## src/rtl/chromaFmtPkg.sv

```systemverilog
package chromaFmtPkg;
  // Strobes handed from the phase control to the datapath
  typedef struct packed {
    logic inShift;    // a pair is present on the input lanes
    logic inLast;     // this pair completes an input group
    logic outActive;  // the output line is running
    logic outFirst;   // first clock of an output group
  } fmtCtl_t;
endpackage

```

## src/rtl/chromaFmtCtl.sv

```systemverilog
module chromaFmtCtl
  import chromaFmtPkg::*;
#(
  parameter int GROUP_LEN = 4
) (
  input  logic    clk,
  input  logic    rstN,
  input  logic    phaseSel,
  input  logic    weIn,
  input  logic    weRet,
  output fmtCtl_t ctl,
  output logic    weOut
);
  localparam int PH_W = (GROUP_LEN > 1) ? $clog2(GROUP_LEN) : 1;
  localparam logic [PH_W-1:0] LAST_PH = PH_W'(GROUP_LEN - 1);

  logic weInD, weRetD, weEff;
  logic [1:0] actVec;
  logic [1:0] firstVec;
  logic [1:0] lastVec;

  always_ff @(posedge clk) begin
    if (!rstN) begin
      weInD  <= 1'b0;
      weRetD <= 1'b0;
    end else begin
      weInD  <= weIn;
      weRetD <= weRet;
    end
  end

  // With phaseSel set, the enable leads the data by one clock on both sides
  assign weEff  = phaseSel ? weInD : weIn;
  assign weOut  = phaseSel ? weRet : weRetD;
  assign actVec = {weRet, weEff};

  // Lane 0 tracks input groups, lane 1 tracks output groups
  for (genvar k = 0; k < 2; k++) begin : gPhase
    logic actD;
    logic [PH_W-1:0] cnt;
    logic [PH_W-1:0] ph;
    logic rise;

    assign rise = actVec[k] && !actD;
    assign ph   = rise ? '0 : cnt;

    always_ff @(posedge clk) begin
      if (!rstN) begin
        actD <= 1'b0;
        cnt  <= '0;
      end else begin
        actD <= actVec[k];
        if (!actVec[k] || ph == LAST_PH) cnt <= '0;
        else                             cnt <= ph + PH_W'(1);
      end
    end

    assign firstVec[k] = actVec[k] && (ph == '0);
    assign lastVec[k]  = actVec[k] && (ph == LAST_PH);
  end

  assign ctl.inShift   = actVec[0];
  assign ctl.inLast    = lastVec[0];
  assign ctl.outActive = actVec[1];
  assign ctl.outFirst  = firstVec[1];


  group_complete_chk: assert property (@(posedge clk) disable iff (!rstN)
    ctl.inLast |-> $past(ctl.inShift));


  we_aligned_chk: assert property (@(posedge clk) disable iff (!rstN)
    (ctl.outFirst && !phaseSel) |=> (weOut || phaseSel));
endmodule

```

## src/rtl/chromaFmtDp.sv

```systemverilog
module chromaFmtDp
  import chromaFmtPkg::*;
#(
  parameter int SAMPLE_W = 8,
  parameter int LANE_W   = 2
) (
  input  logic                clk,
  input  logic                rstN,
  input  fmtCtl_t             ctl,
  input  logic [LANE_W-1:0]   uIn,
  input  logic [LANE_W-1:0]   vIn,
  output logic [SAMPLE_W-1:0] muxData,
  output logic                muxUStb,
  output logic                muxVStb,
  input  logic [SAMPLE_W-1:0] retData,
  input  logic                retUStb,
  input  logic                retVStb,
  output logic [LANE_W-1:0]   uOut,
  output logic [LANE_W-1:0]   vOut
);
  localparam int ASM_W = SAMPLE_W - LANE_W;

  // Lane 0 carries U, lane 1 carries V
  logic [LANE_W-1:0]   laneIn  [2];
  logic [LANE_W-1:0]   laneOut [2];
  logic [SAMPLE_W-1:0] full    [2];
  logic [1:0]          retStb;
  logic [SAMPLE_W-1:0] grpV;

  assign laneIn[0] = uIn;
  assign laneIn[1] = vIn;
  assign uOut      = laneOut[0];
  assign vOut      = laneOut[1];
  assign retStb    = {retVStb, retUStb};

  for (genvar k = 0; k < 2; k++) begin : gLane
    logic [ASM_W-1:0]    asmReg;
    logic [SAMPLE_W-1:0] holdReg;
    logic [SAMPLE_W-1:0] actReg;

    assign full[k] = {asmReg, laneIn[k]};

    always_ff @(posedge clk) begin
      if (!rstN) begin
        asmReg     <= '0;
        holdReg    <= '0;
        actReg     <= '0;
        laneOut[k] <= '0;
      end else begin
        if (ctl.inShift) asmReg <= full[k][ASM_W-1:0];
        if (retStb[k])   holdReg <= retData;
        if (ctl.outFirst) begin
          laneOut[k] <= holdReg[SAMPLE_W-1 -: LANE_W];
          actReg     <= holdReg << LANE_W;
        end else if (ctl.outActive) begin
          laneOut[k] <= actReg[SAMPLE_W-1 -: LANE_W];
          actReg     <= actReg << LANE_W;
        end
      end
    end
  end

  // Shared path: U in the clock after the group, V in the clock after that
  always_ff @(posedge clk) begin
    if (!rstN) begin
      muxData <= '0;
      muxUStb <= 1'b0;
      muxVStb <= 1'b0;
      grpV    <= '0;
    end else begin
      muxUStb <= ctl.inLast;
      muxVStb <= muxUStb;
      if (ctl.inLast) begin
        muxData <= full[0];
        grpV    <= full[1];
      end else if (muxUStb) begin
        muxData <= grpV;
      end
    end
  end


  strobe_exclusive_chk: assert property (@(posedge clk) disable iff (!rstN)
    !(muxUStb && muxVStb));


  v_follows_u_chk: assert property (@(posedge clk) disable iff (!rstN)
    muxUStb |=> muxVStb);


  u_after_group_chk: assert property (@(posedge clk) disable iff (!rstN)
    ctl.inLast |=> muxUStb);


  idle_hold_chk: assert property (@(posedge clk) disable iff (!rstN)
    !ctl.outActive |=> ($stable(uOut) && $stable(vOut)));
endmodule

```

## src/rtl/chromaFmtTop.sv

```systemverilog
module chromaFmtTop
  import chromaFmtPkg::*;
#(
  parameter int SAMPLE_W = 8,
  parameter int LANE_W   = 2
) (
  input  logic                clk,
  input  logic                rstN,
  input  logic                phaseSel,
  input  logic                weIn,
  input  logic [LANE_W-1:0]   uIn,
  input  logic [LANE_W-1:0]   vIn,
  output logic [SAMPLE_W-1:0] muxData,
  output logic                muxUStb,
  output logic                muxVStb,
  input  logic [SAMPLE_W-1:0] retData,
  input  logic                retUStb,
  input  logic                retVStb,
  input  logic                weRet,
  output logic [LANE_W-1:0]   uOut,
  output logic [LANE_W-1:0]   vOut,
  output logic                weOut
);
  localparam int GROUP_LEN = SAMPLE_W / LANE_W;

  fmtCtl_t ctl;

  chromaFmtCtl #(.GROUP_LEN(GROUP_LEN)) uCtl (
    .clk(clk), .rstN(rstN), .phaseSel(phaseSel), .weIn(weIn),
    .weRet(weRet), .ctl(ctl), .weOut(weOut)
  );

  chromaFmtDp #(.SAMPLE_W(SAMPLE_W), .LANE_W(LANE_W)) uDp (
    .clk(clk), .rstN(rstN), .ctl(ctl), .uIn(uIn), .vIn(vIn),
    .muxData(muxData), .muxUStb(muxUStb), .muxVStb(muxVStb),
    .retData(retData), .retUStb(retUStb), .retVStb(retVStb),
    .uOut(uOut), .vOut(vOut)
  );
endmodule

```

## config.mk

```make
export PLATFORM = sky130hd
export DESIGN_NAME = chromaFmtTop
export DESIGN_NICKNAME = d
export VERILOG_FILES = /design/src/rtl/chromaFmtPkg.sv /design/src/rtl/chromaFmtCtl.sv /design/src/rtl/chromaFmtDp.sv /design/src/rtl/chromaFmtTop.sv
export SDC_FILE = /design/constraint.sdc
export NUM_CORES = 1
export LEC_CHECK = 0
export BUFFER_PORTS_ARGS = -buffer_cell sky130_fd_sc_hd__buf_2
export CORE_AREA = 2 2 86 88
export CTS_CLUSTER_SIZE = 10
export DETAILED_ROUTE_END_ITERATION = 10
export DIE_AREA = 0 0 88 90
export SYNTH_ARGS = -nofsm -noshare
export SYNTH_HDL_FRONTEND = slang
export SYNTH_HIERARCHICAL = 1
export SYNTH_SLANG_ARGS = --single-unit
```

## constraint.sdc

```tcl
create_clock -name clk -period 4.9 [get_ports clk]
set_input_delay 0.735 -clock clk [delete_from_list [all_inputs] [get_ports clk]]
set_output_delay 0.735 -clock clk [all_outputs]
set_load 0.005 [all_outputs]
```

==> results.json, run 1 <==
{
  "status": "completed",
  "slew-limit-headroom_pct": 26.1,
  "gr-total-overflow": 0,
  "r2r-end": "uDp/grpV[7]",
  "cp_max_fo": 25,
  "grt_max_degree": 37,
  "synth_common_cells": "dfxtp_1 (65), nor2b_1 (37), mux2i_1 (36)",
  "cp_data_required_time_ns": 5.13,
  "min_period_over_period_pct": 55.3,
  "wl_per_cell_um": 12.4,
  "grt_pass1_vias": 1753,
  "syn_inst": 261,
  "vias": 1818,
  "maxSlewViolCount": 0,
  "dp_hpwl_um": 3070,
  "arrival_ns": 2.94,
  "yosysTopAreaCellShare_pct": 44.0,
  "final.setup_skew_ns": 0.00616,
  "ys_warn_count": 6,
  "placementRows": 31,
  "ys.flop_type": "dfxtp_1",
  "worstMarginPinSlew_ns": 1.10,
  "yosysUniqueCellTypes": 30,
  "startpoint": "phaseSel",
  "place_area_um2": 3130,
  "min_delay_worst_endpoint": "uDp/gLane[1].actReg[3]",
  "die_h_um": 90,
  "io_pins": 34,
  "synth_seq_cells": 69,
  "r2r_start": "uCtl/weInD",
  "vdd_ir_drop_max_mv": 0.189,
  "final_cell_area_um2": 3290,
  "path_cells": "buf_2 > mux2i_2 > o21a_1 > ha_1 > nor2b_2 > mux2i_1 > nor2b_1",
  "clkLatencyLatePin_ns": 0.34,
  "post_drt_via_cell_ratio": 4.66,
  "max_clock_freq_mhz": 369,
  "critPathSlowestCell": "nor2b_2",
  "max_stage_delay_ns": 0.91,
  "cts_root_buffer": "clkbuf_8",
  "fin_setup_tns_ns": 0,
  "power_density_nw_per_um2": 330,
  "rsz0062_at_grt": "false",
  "postCtsSetupBuffers": 0,
  "place_congestion": 0.702,
  "post-route-drc-count": 0,
  "synth_top_area_cell": "dfxtp_1",
  "finalNetCount": 309,
  "wirelength_um": 4830,
  "reg2regPathDepth": 6,
  "min_path_cells": 2,
  "yosysMostFrequentCell": "dfxtp_1",
  "startpoint_type": "input pin",
  "synth-edff-count": 4,
  "first_iter_violations": 55,
  "setup_violations": 0,
  "hold_path.startpoint": "uDp/gLane[1].holdReg[1]",
  "p_leak_nw": 1.50,
  "synth_nets": 283,
  "min_path_type": "reg2reg",
  "grt_pass1_wl_um": 8310,
  "finalCriticalPeriod_ns": 2.71,
  "area_delta_synth_final_pct": 11.3,
  "cts_resized": 0,
  "coreArea_um2": 7020,
  "drive_gt1_share_pct": 25.1,
  "die_w_um": 88,
  "netlist_area_um2": 2960,
  "clock-sinks": 69,
  "synth_top_cells_by_area": "dfxtp_1 (44%), mux2i_1 (12%), nor2b_1 (7.8%)",
  "reg2reg_slack_ns": 2.45,
  "htreeDepth": 3,
  "antenna_found_initial": 0,
  "syn_avg_cell_area_um2": 11.3,
  "cts_buffers": 9,
  "async_reset_ff_share_pct": 0,
  "clockBufferDepth": 2,
  "worstSetupPathType": "in2reg",
  "drtAntennaViolNets": 0,
  "cts_hold_buf": 0,
  "grt_use_total_pct": 13.6,
  "die_area_um2": 7920,
  "start_util_pct": 42.1,
  "hold_viol": 0,
  "dr.pass1.iters": 4,
  "end_kind": "flop",
  "cap_viol_max_count": 0,
  "antenna_cells": 0,
  "port-buffer-count": 33,
  "ys_seq_area_share_pct": 48.0,
  "tritoncts": "done",
  "clk_pin_slew_worst_paths_ns": 0.07
}
through the flow:
step,setup WS (ns),hold slack [ns],util [%],total power [mW],instances
2_1_floorplan,2.54,0.426,-,0.683,261
3_3_place_gp,1.92,0.441,44.6,0.702,375
4_1_cts,2.18,0.453,46.9,1.11,390
3_5_place_dp,1.82,0.442,44.6,0.703,375
5_1_grt,1.99,0.471,46.9,1.14,390
6_report,2.19,0.451,46.9,1.09,390
sequential cells by signal, indices dropped and copies added (netlist names), 2 cells and up:
name               count
uCtl/gPhase.cnt        4
uDp/gLane.asmReg      12
uDp/grpV               8
uDp/gLane.holdReg     16
uDp/gLane.actReg      12
uCtl/gPhase.actD       2
uDp/muxData            8
uDp/laneOut            4
where the power goes:
part	switching (mW)	internal [mW]
sequential	0.0111	0.589
clock	0.204	0.193
combinational	0.0437	0.0457
critical path: cells and delay by family:
kind | cells | cell delay, ns
AO/OA/AOI/OAI | 1 | 0.18
adder cells (fa/ha/maj) | 1 | 0.23
multiplexers | 2 | 0.71
buffers and inverters | 1 | 0.11
AND/OR/NAND/NOR | 2 | 0.97
cell families (layout without fill, tap and decap cells):
logic type | after synthesis | after routing | synth area share (%)
AND/OR/NAND/NOR | 84 | 84 | 17.8
flip-flops | 69 | 69 | 48.0
multiplexers | 54 | 54 | 19.1
AO/OA/AOI/OAI | 28 | 28 | 8.84
buffers and inverters | 23 | 53 | 4.99
adder cells (fa/ha/maj) | 3 | 3 | 1.27
worst max-delay path by stage:
stage                           endpoint  slack (ns)  cells past startpoint
after global placement       uDp/grpV[2]        1.92                      7
after CTS                    uDp/grpV[7]        2.18                      7
final                        uDp/grpV[7]        2.19                      7
after detailed placement     uDp/grpV[2]        1.82                      7
after global routing      uDp/muxData[6]        1.99                      7
after floorplan              uDp/grpV[6]        2.54                      7
metal layers:
| layer | GRT usage [%] | up-vias | wire [µm] | part of all wire, % |
|---|---|---|---|---|
| met5 | 0 | - | 0 | 0 |
| met3 | 5.33 | 9 | 218 | 4.5 |
| met4 | 6.15 | 0 | 92 | 1.9 |
| met2 | 17.9 | 31 | 1980 | 41 |
| met1 | 19.4 | 834 | 2540 | 53 |
| li1 | - | 944 | - | - |
area by class of cell:
class,instances,area (µm²)
Inverter,3,11.3
Timing Repair Buffer,35,180
Clock inverter,4,23.8
Sequential cell,69,1420
Tap cell,99,124
Clock buffer,11,141
Fill cell,689,3730
Multi-Input combinational cell,169,1390
cells in the final DEF, fill, tap and decap left out, types with 3 or more instances in the layout:
| cell | count |
|---|---|
| nand3b_1 | 4 |
| mux2_2 | 17 |
| inv_1 | 3 |
| nand2_1 | 11 |
| ha_1 | 3 |
| buf_2 | 33 |
| nor2b_1 | 36 |
| a21boi_1 | 4 |
| edfxtp_1 | 4 |
| o211a_1 | 16 |
| or3b_1 | 4 |
| clkbuf_8 | 10 |
| and2_1 | 6 |
| nand2b_1 | 17 |
| mux2i_1 | 36 |
| dfxtp_1 | 65 |
| a21boi_0 | 3 |
Power figures use the tool's default switching activity.
==> inputs of run 2 (changes only) <==
--- a/config.mk
+++ b/config.mk
@@ -5,11 +5,12 @@
 export SDC_FILE = /design/constraint.sdc
 export NUM_CORES = 1
 export LEC_CHECK = 0
+export ABC_AREA = 1
 export BUFFER_PORTS_ARGS = -buffer_cell sky130_fd_sc_hd__buf_2
-export CORE_AREA = 2 2 86 88
+export CORE_AREA = 2 2 84 86
 export CTS_CLUSTER_SIZE = 10
 export DETAILED_ROUTE_END_ITERATION = 10
-export DIE_AREA = 0 0 88 90
+export DIE_AREA = 0 0 86 88
 export SYNTH_ARGS = -nofsm -noshare
 export SYNTH_HDL_FRONTEND = slang
 export SYNTH_HIERARCHICAL = 1
==> constraint.sdc (replaced) <==
create_clock -name clk -period 2.5 [get_ports clk]
set_input_delay 0.375 -clock clk [delete_from_list [all_inputs] [get_ports clk]]
set_output_delay 0.375 -clock clk [all_outputs]
set_load 0.005 [all_outputs]
==> run 2 against run 1 <==
  * Core utilization grew 0.14 points
  * Non-clock buffer count grew 2
  * Sequential share of layout area grew 2.3 points
  * Final cell count grew 23%
  * Hold slack lost 0.21 ns
  * Synthesized cell count grew 39%
  * Combinational power grew 110%
  * Clock power grew 89%
==> results.json, run 2 <==
{
  "cap_viol_max_count": 0,
  "netlist_area_um2": 2770,
  "r2r-end": "uDp/grpV[2]",
  "vias": 2256,
  "io_pins": 34,
  "clk_pin_slew_worst_paths_ns": 0.07,
  "topRoutingLayerUsed": "met4",
  "worstMarginPinSlew_ns": 0.521,
  "dr.pass1.iters": 4,
  "end_kind": "flop",
  "synth-edff-count": 4,
  "finalCriticalPeriod_ns": 1.74,
  "maxSlewViolCount": 0,
  "placementRows": 30,
  "yosysUniqueCellTypes": 25,
  "regMostFlops": "uDp/gLane.holdReg",
  "ys_warn_count": 6,
  "clockBufferDepth": 2,
  "fin_setup_tns_ns": 0,
  "ys_seq_area_share_pct": 51.3,
  "finalNetCount": 418,
  "grt_pass1_wl_um": 9710,
  "hold_viol": 0,
  "dp_hpwl_um": 3960,
  "clkLatencyLatePin_ns": 0.34,
  "synth_top_cells_by_area": "dfxtp_1 (47%), nand2_1 (11%), nor2_1 (7.2%)",
  "r2r_start": "uCtl/weInD",
  "startpoint_type": "flop",
  "synth_nets": 385,
  "post-route-drc-count": 0,
  "status": "completed",
  "die_h_um": 88,
  "synth_top_area_cell": "dfxtp_1",
  "met2_length_um": 2340,
  "startpoint": "uCtl/weInD",
  "arrival_ns": 2.03,
  "antenna_cells": 0,
  "wl_per_cell_um": 11.8,
  "drtAntennaViolNets": 0,
  "cts_hold_buf": 0,
  "cp_max_fo": 17,
  "port-buffer-count": 33,
  "wl_met3_um": 226,
  "clock-sinks": 69,
  "vdd_ir_drop_max_mv": 0.307,
  "n_fill_cell": 711,
  "finish.utilization_pct": 47.1,
  "tritoncts": "done",
  "dp_slack_ns": 0.541,
  "cp-endpoint": "uDp/grpV[2]",
  "yosysTopAreaCellShare_pct": 47.0,
  "area_delta_synth_final_pct": 12.9,
  "coreArea_um2": 6640,
  "layout_commonest_cell": "nand2_1",
  "worstSetupPathType": "reg2reg",
  "place_congestion": 0.747,
  "p_leak_nw": 1.53,
  "post_drt_via_cell_ratio": 4.69,
  "grt_use_total_pct": 16.6,
  "rsz0062_at_grt": "false",
  "yosysMostFrequentCell": "nand2_1",
  "hold_path.startpoint": "weIn",
  "cts_root_buffer": "clkbuf_8",
  "worst_slack_ns": 0.757,
  "reg_top3": "uDp/gLane.holdReg: 16 flops, uDp/gLane.actReg: 12 flops, uDp/gLane.asmReg: 12 flops",
  "reg2reg_slack_ns": 0.76,
  "syn_avg_cell_area_um2": 7.63,
  "grt_pass1_vias": 2127,
  "antenna_found_initial": 0,
  "async_reset_ff_share_pct": 0,
  "wirelength_um": 5670,
  "grt_max_degree": 32,
  "drive_gt1_share_pct": 17.5,
  "final.setup_skew_ns": 0.0104,
  "syn_inst": 363,
  "ys.flop_type": "dfxtp_1",
  "largest_reg_flops": 16,
  "synth_common_cells": "nand2_1 (80), dfxtp_1 (65), nor2_1 (53)",
  "setup_violations": 0,
  "slew-limit-headroom_pct": 65.3,
  "postCtsSetupBuffers": 0,
  "max_clock_freq_mhz": 574,
  "min_period_over_period_pct": 69.7,
  "min_path_type": "in2reg",
  "final_cell_mix": "nand2_1 (80), dfxtp_1 (65), nor2_1 (53)",
  "start_util_pct": 41.7,
  "cts_buffers": 9,
  "cp_data_required_time_ns": 2.79,
  "power_density_nw_per_um2": 680,
  "die_area_um2": 7570,
  "gr-total-overflow": 0,
  "wl_met1_um": 2980,
  "synth_seq_cells": 69,
  "first_iter_violations": 104,
  "htreeDepth": 3,
  "reg2regPathDepth": 11,
  "cts_resized": 0,
  "power_mw": 2.13,
  "die_w_um": 86
}
## run 2: how the worst min path moves through the flow
stage	endpoint	slack [ns]	cells past startpoint
floorplan	uDp/grpV[6]	0.41	2
global placement	uDp/gLane[1].asmReg[5]	0.44	2
detailed placement	uDp/gLane[0].actReg[2]	0.45	2
CTS	uCtl/weInD	0.22	3
global route	uDp/grpV[1]	0.26	3
finish	uCtl/weInD	0.24	3
## run 2: critical path, stage by stage, from the launching register on
cell      delay (ns)
dfxtp_1         0.30
nand2_1         0.09
nand2_4         0.13
a21boi_0        0.20
ha_1            0.18
inv_1           0.06
nor2_1          0.13
buf_4           0.20
nand2_1         0.11
inv_2           0.14
nand2_1         0.10
nand2_1         0.06
## run 2: area by class of cell
cell class                      instances  area [µm²]  share of cell area (%)
Clock inverter                          7        32.5                    1.04
Sequential cell                        69        1420                    45.5
Tap cell                               80         100                    3.20
Multi-Input combinational cell        233        1080                    34.6
Timing Repair Buffer                   37         195                    6.24
Inverter                               46         173                    5.52
Clock buffer                            9         124                    3.96
## run 2: logic make-up after synthesis
family / after synthesis / share of synthesized area (%)
buf+inv: 61 / 9.67
compound gates: 59 / 11.6
fa+ha+maj: 3 / 1.36
flops: 69 / 51.3
simple gates: 171 / 26.1
## run 2: through the flow
| step | hold slack [ns] | area, µm² | instances |
|---|---|---|---|
| 3_5_place_dp | 0.445 | 2970 | 465 |
| 4_1_cts | 0.224 | 3130 | 481 |
| 3_3_place_gp | 0.442 | 2970 | 465 |
| 6_report | 0.242 | 3130 | 481 |
| 5_1_grt | 0.258 | 3130 | 481 |
| 2_1_floorplan | 0.413 | 2770 | 363 |
## run 2: layer usage
metal	vias to the layer above	track usage [%]
li1	1197	-
met1	1013	22.7
met2	36	24.2
met3	10	3.58
met4	0	9.52
met5	-	0
## run 2: report_power, final
part	leakage (nW)	internal (mW)	switching (mW)
clock network	0.0789	0.342	0.409
registers	0.579	1.17	0.0262
logic	0.871	0.0642	0.120
total	1.53	1.57	0.555
==> inputs of run 3 (changes only) <==
==> constraint.sdc (replaced) <==
create_clock -name clk -period 1.7 [get_ports clk]
set_input_delay 0.255 -clock clk [delete_from_list [all_inputs] [get_ports clk]]
set_output_delay 0.255 -clock clk [all_outputs]
set_load 0.005 [all_outputs]
==> run 3 against run 2 <==
  * Hold slack worse by 0.11 ns
  * Sequential share of layout area is 0.77 points lower
  * Via count up 0.31%
  * Final cell count increased by 0.62%
  * Combinational power rose by 51%
  * Non-clock buffer count rose by 4
  * Sequential power is 47% higher
  * Count of clock-buffer cells in the layout grew 4
  * Die area stayed put
==> results.json, run 3 (synthesized netlist as in run 2, its figures left out) <==
{
  "postCtsSetupBuffers": 0,
  "cp_max_fo": 8,
  "tritoncts": "done",
  "cts_hold_buf": 0,
  "antenna_cells": 0,
  "r2r_start": "uCtl/weInD",
  "die_h_um": 88,
  "wl_per_cell_um": 11.4,
  "max_clock_freq_mhz": 642,
  "post_drt_via_cell_ratio": 4.68,
  "cts_buffers": 9,
  "post-route-drc-count": 0,
  "io_pins": 34,
  "layout_commonest_cell": "nand2_1",
  "setup_violations": 0,
  "start_util_pct": 41.7,
  "gr-total-overflow": 0,
  "power_density_nw_per_um2": 1010,
  "n_fill_cell": 661,
  "hold_path.startpoint": "weIn",
  "hold_ws_ns": 0.129,
  "dp_cells": 468,
  "reg_top3": "uDp/gLane.holdReg: 16 flops, uDp/gLane.actReg: 12 flops, uDp/gLane.asmReg: 12 flops",
  "hold_viol": 0,
  "grt_pass1_vias": 2072,
  "slew-limit-headroom_pct": 72.0,
  "place_congestion": 0.742,
  "clk_pin_slew_worst_paths_ns": 0.07,
  "finalCriticalPeriod_ns": 1.56,
  "startpoint_type": "flop",
  "clockBufferDepth": 2,
  "clock-sinks": 69,
  "wirelength_um": 5510,
  "cp_data_required_time_ns": 1.98,
  "status": "completed",
  "vias": 2263,
  "arrival_ns": 1.84,
  "placementRows": 30,
  "largest_reg_flops": 16,
  "dp_hpwl_um": 3930,
  "cap_viol_max_count": 0,
  "cts_root_buffer": "clkbuf_8",
  "grt_pass1_wl_um": 9400,
  "maxSlewViolCount": 0,
  "finish.utilization_pct": 47.9,
  "worstSetupPathType": "reg2reg",
  "p_leak_nw": 1.56,
  "drtAntennaViolNets": 0,
  "port-buffer-count": 33,
  "clkLatencyLatePin_ns": 0.33,
  "die_area_um2": 7570,
  "min_period_over_period_pct": 91.6,
  "finalNetCount": 422,
  "drive_gt1_share_pct": 19.1,
  "min_path_type": "in2reg",
  "coreArea_um2": 6640,
  "first_iter_violations": 138,
  "worst_slack_ns": 0.142,
  "final_cell_mix": "nand2_1 (80), dfxtp_1 (65), nor2_1 (52)",
  "dr.pass1.iters": 4,
  "regMostFlops": "uDp/gLane.holdReg",
  "startpoint": "uCtl/weInD",
  "die_w_um": 86,
  "area_delta_synth_final_pct": 14.8,
  "grt_max_degree": 34,
  "final.setup_skew_ns": 0.00797,
  "vdd_ir_drop_max_mv": 0.521,
  "fin_cells": 484,
  "antenna_found_initial": 0,
  "worstMarginPinSlew_ns": 0.419,
  "rsz0062_at_grt": "false",
  "grt_use_total_pct": 16.0,
  "end_kind": "flop",
  "htreeDepth": 3,
  "power_mw": 3.20,
  "dp_slack_ns": -0.0370
}
[run 3: cell types whose count changed in the layout (fill, tap and decap cells not counted), sizes merged]
cell | previous run | this run
clkinv | 7 | 3
clkbuf | 9 | 13
clkdlybuf4s15 | 0 | 1
clkinvlp | 1 | 0
buf | 37 | 40
[run 3: worst max-delay path, stage by stage, from the launching register on]
cell and delay (ns):
dfxtp_1 0.31, nand2_1 0.07, nand2_4 0.08, a21oi_2 0.05, ha_1 0.18, inv_1 0.11, nor2_4 0.06, buf_4 0.16
nor2_4 0.20, nand2_1 0.09, nand3_1 0.08, nand2_1 0.05, inv_1 0.05
[run 3: layout make-up]
| cell class | instances | area, µm² | area share, % |
|---|---|---|---|
| inverters | 46 | 173 | 5.43 |
| repair buffers | 41 | 229 | 7.20 |
| well taps | 80 | 100 | 3.15 |
| clock buffers | 13 | 159 | 5.00 |
| clock inverters | 2 | 10.0 | 0.315 |
| multi-input cells | 233 | 1090 | 34.2 |
| flip-flops and latches | 69 | 1420 | 44.7 |
[run 3: per-stage QoR]
stage / setup TNS, ns / area, µm²
after floorplan: 0 / 2770
after global placement: -0.00523 / 2990
after detailed placement: -0.242 / 2990
after CTS: 0 / 3160
after global routing: 0 / 3180
final: 0 / 3180
[run 3: power breakdown]
part           leakage, nW  internal, mW  switching [mW]  total, mW
Clock               0.0893         0.598           0.572       1.17
Sequential           0.579          1.71          0.0356       1.75
Combinational        0.891         0.100           0.178      0.278
[run 3: worst paths after layout]
check	slack (ns)	depth (start not counted)	end
max	0.14	12	uDp/muxData[3]
min	0.13	3	uCtl/weInD
max reg2reg	0.14	12	uDp/muxData[3]
min reg2reg	0.46	2	uDp/grpV[6]
[run 3: metal layers]
layer  wire length (µm)  global-route usage (%)  vias up
met3                238                    4.05        8
met4                 86                    6.49        0
met1               2900                    22.2     1009
met2               2290                    23.7       38
met5                  0                       0        -
li1                   -                       -     1208
[run 3: timing repair]
| item | in CTS | in global routing |
|---|---|---|
| endpoints found under the hold margin | 0 | 0 |
| endpoints found under the setup margin | 0 | 16 |
| gates resized for setup | 0 | 4 |
